[src/rtl/bamsel_pkg.sv]
package bamsel_pkg;

  localparam int SEL_W = 2;
  localparam int NUM_CH = 2;

  typedef enum logic [SEL_W-1:0] {
    NR_MUTE = 2'b00,
    NR_DIFF = 2'b01,
    NR_SAP  = 2'b10
  } nr_src_e;

  typedef enum logic [SEL_W-1:0] {
    CH_OWN = 2'b00,
    CH_MIX = 2'b01,
    CH_SAP = 2'b10
  } ch_src_e;

  typedef struct packed {
    logic pilot;
    logic carrier;
    logic noise;
    logic sap_req;
    logic mono;
    logic sap_force;
    logic ext;
    logic out_en;
  } mode_in_t;

  typedef struct packed {
    nr_src_e             nr;
    ch_src_e [NUM_CH-1:0] ch;   // index 0 left, 1 right
    logic                atten;
    logic                ext;
    logic                mute;
  } route_t;

  localparam int ROUTE_W = $bits(route_t);

  function automatic route_t route_reset();
    route_t r;
    r.nr    = NR_MUTE;
    r.ch    = {CH_MIX, CH_MIX};
    r.atten = 1'b0;
    r.ext   = 1'b0;
    r.mute  = 1'b1;
    return r;
  endfunction

endpackage

[src/rtl/bamsel_rst_sync.sv]
module bamsel_rst_sync #(
  parameter int STAGES = 2
) (
  input  logic clk,
  input  logic rst_n,
  output logic rst_sync_n
);

  logic [STAGES-1:0] chain_q;

  always_ff @(posedge clk or negedge rst_n) begin
    if (!rst_n) begin
      chain_q <= '0;
    end else begin
      chain_q <= {chain_q[STAGES-2:0], 1'b1};
    end
  end

  assign rst_sync_n = chain_q[STAGES-1];

endmodule

[src/rtl/bamsel_decide.sv]
module bamsel_decide
  import bamsel_pkg::*;
(
  input  mode_in_t mode,
  output route_t   route
);

  logic sap_sel;
  logic stereo_ok;

  // second-language path wins when requested and either forced or detected
  assign sap_sel   = mode.sap_req & (mode.sap_force | mode.carrier);
  assign stereo_ok = mode.pilot & ~mode.mono;

  always_comb begin
    if (sap_sel) begin
      route.nr = NR_SAP;
    end else if (stereo_ok) begin
      route.nr = NR_DIFF;
    end else begin
      route.nr = NR_MUTE;
    end
  end

  // per-channel source; only the left side folds to the sum under forced mono
  for (genvar gi = 0; gi < NUM_CH; gi++) begin : g_ch
    localparam bit FOLD_ON_MONO = (gi == 0);
    always_comb begin
      if (sap_sel) begin
        if (FOLD_ON_MONO && mode.mono) begin
          route.ch[gi] = CH_MIX;
        end else begin
          route.ch[gi] = CH_SAP;
        end
      end else if (stereo_ok) begin
        route.ch[gi] = CH_OWN;
      end else begin
        route.ch[gi] = CH_MIX;
      end
    end
  end

  assign route.atten = sap_sel & mode.noise;
  assign route.ext   = mode.ext;
  assign route.mute  = ~mode.out_en;

endmodule

[src/rtl/bamsel_route_reg.sv]
module bamsel_route_reg
  import bamsel_pkg::*;
(
  input  logic   clk,
  input  logic   rst_n,
  input  route_t route_d,
  output route_t route_q
);

  route_t cur_q;
  route_t nxt;
  logic   load_en;

  always_comb begin
    load_en = (route_d != cur_q);
    nxt     = cur_q;
    if (load_en) begin
      nxt = route_d;
    end
  end

  always_ff @(posedge clk or negedge rst_n) begin
    if (!rst_n) begin
      cur_q <= route_reset();
    end else if (load_en) begin
      cur_q <= nxt;
    end
  end

  assign route_q = cur_q;

endmodule

[src/rtl/bam_mode_sel.sv]
module bam_mode_sel
  import bamsel_pkg::*;
#(
  parameter int RST_STAGES = 2
) (
  input  logic             clk,
  input  logic             rst_n,
  input  logic             pilot_det,
  input  logic             sap_det,
  input  logic             noise_det,
  input  logic             sap_req,
  input  logic             force_mono,
  input  logic             sap_force,
  input  logic             ext_sel,
  input  logic             out_enable,
  output logic [SEL_W-1:0] nr_src,
  output logic [SEL_W-1:0] left_src,
  output logic [SEL_W-1:0] right_src,
  output logic             sap_atten,
  output logic             ext_route,
  output logic             line_mute
);

  logic     rst_sync_n;
  mode_in_t mode;
  route_t   route_d;
  route_t   route_q;

  bamsel_rst_sync #(.STAGES(RST_STAGES)) u_rst (
    .clk       (clk),
    .rst_n     (rst_n),
    .rst_sync_n(rst_sync_n)
  );

  always_comb begin
    mode.pilot     = pilot_det;
    mode.carrier   = sap_det;
    mode.noise     = noise_det;
    mode.sap_req   = sap_req;
    mode.mono      = force_mono;
    mode.sap_force = sap_force;
    mode.ext       = ext_sel;
    mode.out_en    = out_enable;
  end

  bamsel_decide u_dec (
    .mode (mode),
    .route(route_d)
  );

  bamsel_route_reg u_reg (
    .clk    (clk),
    .rst_n  (rst_sync_n),
    .route_d(route_d),
    .route_q(route_q)
  );

  assign nr_src    = route_q.nr;
  assign left_src  = route_q.ch[0];
  assign right_src = route_q.ch[1];
  assign sap_atten = route_q.atten;
  assign ext_route = route_q.ext;
  assign line_mute = route_q.mute;

endmodule

[config.mk]
export PLATFORM = sky130hd
export DESIGN_NAME = bam_mode_sel
export DESIGN_NICKNAME = d
export VERILOG_FILES = /design/src/rtl/bamsel_pkg.sv /design/src/rtl/bamsel_rst_sync.sv /design/src/rtl/bamsel_decide.sv /design/src/rtl/bamsel_route_reg.sv /design/src/rtl/bam_mode_sel.sv
export SDC_FILE = /design/constraint.sdc
export NUM_CORES = 1
export LEC_CHECK = 0
export BUFFER_PORTS_ARGS = -buffer_cell sky130_fd_sc_hd__buf_2
export CAP_MARGIN = 20
export CORE_AREA = 2 2 39 41
export CTS_CLUSTER_SIZE = 28
export DETAILED_ROUTE_END_ITERATION = 7
export DIE_AREA = 0 0 41 43
export PLACE_DENSITY = 0.56
export SYNTH_ARGS = -nofsm -noshare
export SYNTH_HDL_FRONTEND = slang
export SYNTH_HIERARCHICAL = 1
export SYNTH_SLANG_ARGS = --single-unit
[constraint.sdc]
create_clock -name clk -period 0.8 [get_ports clk]
set_input_delay 0.04 -clock clk [delete_from_list [all_inputs] [get_ports clk]]
set_output_delay 0.04 -clock clk [all_outputs]
set_load 0.02 [all_outputs]
======== After elaboration in Yosys (flattened, before gate mapping) ========
Cells that the tools add are included.
word-level totals
  register bits after elaboration ......... 11
  bits in latches ......................... 0
  RAM bits ................................ 0
  ROM bits ................................ 0
  input port bits ......................... 10
  output and inout port bits .............. 9
  logic and storage cells ................. 20
  memories ................................ 0
operators by class
  add/subtract/negate cells ............... 0
  multiply operators ...................... 0
  div/mod/pow operators ................... 0
  order comparisons ....................... 0
  eq/ne operators ......................... 1
  shift operators ......................... 0
  muxes and demuxes ....................... 6
  bitwise gates (word level) .............. 6
  reduce and logical (&&, ||, !) cells .... 0
operators with widths
  cell               count
  9-bit != test      1
  2-bit two-way mux  4
  1-bit AND          3
  1-bit two-way mux  2
  1-bit NOT          2
  1-bit OR           1

======== Longest topological paths before layout ========
  depth in word-level cells ............... 5
  gate-level depth with buffers ........... 3

======== Modules after synthesis ========
Netlist, hierarchy kept.
modules (own cells, without submodules)
  module            times used  cells each  area an instance (sq um)
  bamsel_route_reg  1           18          262.8
  bamsel_decide     1           11          80.1
  bamsel_rst_sync   1           3           53.8

======== Worst setup path before layout ========
OpenSTA, ideal clock, no wires.
  kind .................................... flip-flop to output port
  from .................................... reg u_reg.cur_q, in the netlist u_reg/route_q[3]
  to ...................................... out left_src[0]
  data arrival time ....................... 0.554 ns
  slack ................................... 0.206 ns
  cell stages (with the launch flop) ...... 1
  cell sequence ........................... dfstp_2
RTL lines
  item                      RTL line                text
  start: declaration        bamsel_route_reg.sv:10  route_t cur_q;
  start signal: assignment  bamsel_route_reg.sv:24  cur_q <= route_reset();
  start signal: assignment  bamsel_route_reg.sv:26  cur_q <= nxt;
  end: declaration          bam_mode_sel.sv:17      output logic [SEL_W-1:0] left_src,
No word-level cell between the ends.

======== Final worst setup path ========
  from .................................... reg u_reg.cur_q, in the netlist u_reg/route_q[3]
  to ...................................... out left_src[0]
No word-level cell between the ends.

==> metrics.yaml <==
synth_seq_area_share_pct: 70.3
post_cts_buffers: 0
pwr-share-clk_pct: 30.5
cts_buffer_depth: 2
stdcell_area_um2: 593
violations: "negative setup slack"
arrival_ps: 880
hold_viol: 0
cap_violations: 0
synth_top_area_share_pct: 50.5
setup_ws_ps: -122
grt_overflow: 0
die_w_um: 41
grtUsageTotal_pct: 7.13
dieArea_um2: 1760
clock_skew_ps: 1.18
antenna_found_initial: 0
cts_num_sinks: 11
antenna_cells: 0
finalSetupViolations: 3
drive_gt1_share_pct: 54.2
area_growth_pct: 49.5
cp_slowest_cell: "dfstp_2"
wl_per_cell_um: 7.97
die_y_um: 43
final_nets: 59
dp_hpwl_um: 394
p_comb_share_pct: 14.8
drc: 0
syn_inst: 32
viasPerCell: 3.75
dpl-instance-area_um2: 450
power_density_nw_per_um2: 1900
total_leakage_power_nw: 0.290
path_cells: "buf_6"
placedCellCount: 54
worstSetupPathType: "reg2out"
grt_max_degree: 10
wl_met1_um: 191
fin_hold_ws_ps: 59.6
clk_latency_ps: 250
avgSynthCellArea_um2: 12.4
status: "finished with violations"
portBuffers: 18
synth_area_um2: 397
cts_buffers: 3
hp-class: "in2reg"
fin_crit_ps: 922
internal_power_mw: 0.884
crit_path_max_fanout: 1
required_ps: 760
ir_drop_v: 0.000497
rsz0062_at_grt: "yes"
clockRootBuffer: "clkbuf_4"
synth_cell_types: 11
fin_cells: 64
multi_input_area_um2: 53.8
rows: 14
maxSlewViolCount: 0
clk_pin_slew_worst_paths_ps: 60
p_sw_share_pct: 21.4
path_delay_family: "flip-flops"
crit_buf_inv: 1
totalPowerFinal_mw: 1.12
ys_top_cells_by_area: "dfrtp_1 (50%), dfstp_2 (20%), clkbuf_1 (8.5%), buf_4 (5.7%), o21a_4 (3.8%)"
vias: 240
seq_power_share_pct: 54.7
top_layer: "met4"
start_util_pct: 28.7
clock.fmax_mhz: 1080
wl_met3_um: 35
synth-seq-cells: 11
cts_tree: "built"
synth_nets: 42
drt_iter0_drc: 0
end_kind: "output port"
h-tree-depth: 1
n_fill_cell: 133
wirelength_um: 510
register_area_um2: 279
finalCritPeriodShare_pct: 115
ioPinCount: 19
met2_length_um: 269
cpPeakStageDelay_ps: 520
ys_warn_count: 6
yosysTopAreaCell: "dfrtp_1"
ant_nets: 0
crit_path_start_kind: "flip-flop"
firstDrtPassIters: 1
p_switching_mw: 0.240
grt_pass1_vias: 203
grt_pass1_wl_um: 800
core_um2: 1380
globalplace.congestion: 0.592
flip-flops by register name, summed over array words and instances (netlist names):
| signal | count |
|---|---|
| u_rst/chain_q | 2 |
| u_reg/route_q | 9 |
worst paths after layout:
| check | startpoint | end | slack (ps) | cells after the start |
|---|---|---|---|---|
| worst min register to register | u_rst/chain_q[1] | u_reg/route_q[8] | 130 | 0 |
| min in group asynchronous | rst_n | u_rst/chain_q[1] | 90 | 2 |
| worst max register to register | u_rst/chain_q[0] | u_rst/chain_q[1] | 330 | 0 |
| max in group asynchronous | u_rst/chain_q[1] | u_reg/route_q[0] | 380 | 0 |
| worst max-delay path | u_reg/route_q[3] | left_src[0] | -120 | 1 |
| worst min-delay path | sap_req | u_reg/route_q[8] | 60 | 2 |
cell usage after synthesis, drive strengths merged:
cell / number
dfstp: 3
o21ai: 1
a21oi: 1
clkbuf: 9
buf: 3
nor3b: 1
o21a: 1
dfrtp: 8
and2: 2
inv: 2
conb: 1
layout make-up:
type,instances,share of cell area (%)
Timing Repair Buffer,24,34.8
Sequential cell,11,47.0
Tap cell,16,3.38
Inverter,2,1.27
Clock buffer,4,4.43
Multi-Input combinational cell,7,9.07
through the flow:
step	setup WS [ps]	TNS (ps)	util (%)
after floorplan	206	0	-
after global placement	121	0	32.5
after detailed placement	122	0	32.5
after CTS	-131	-406	42.9
after global routing	-146	-520	42.9
final	-122	-361	42.9
routing by layer:
| metal | vias up | track usage, % |
|---|---|---|
| met4 | 0 | 8.00 |
| li1 | 117 | - |
| met1 | 109 | 7.74 |
| met3 | 2 | 1.57 |
| met5 | - | 0 |
| met2 | 12 | 10.0 |
power by group through the flow:
stage	Clock, mW	Sequential (mW)	Combinational, mW
2_1_floorplan	0	0.655	0.0494
3_3_place_gp	0	0.618	0.113
3_5_place_dp	0	0.619	0.114
4_1_cts	0.360	0.616	0.168
5_1_grt	0.371	0.619	0.181
6_report	0.343	0.615	0.166
layout by cell type, fill, tap and decap left out:
cell type      netlist  final
buf_6                0      9
conb_1               1      1
dfrtp_1              8      8
clkbuf_1             9      1
and2_1               2      2
dlygate4sd3_1        0      6
clkbuf_4             0      3
buf_2                0      9
o21a_4               1      1
a21oi_1              1      1
o21ai_1              1      1
inv_1                2      2
dfstp_2              3      3
nor3b_2              1      1
cell families after synthesis:
family                 synth area share (%)
AOI/OAI and AO/OA                      6.31
other                                 0.945
buffers and inverters                  16.1
DFF                                    70.3
and+or+nand+nor                        6.31
timing repair:
action | in CTS | in global routing
gates resized for setup | 18 | 0
cloned | 0 | 0
hold buffers | 6 | 0
endpoints found under the setup margin | 9 | 9
hold endpoints to repair | 8 | 0
No activity file was read; power rests on OpenSTA's default activity.
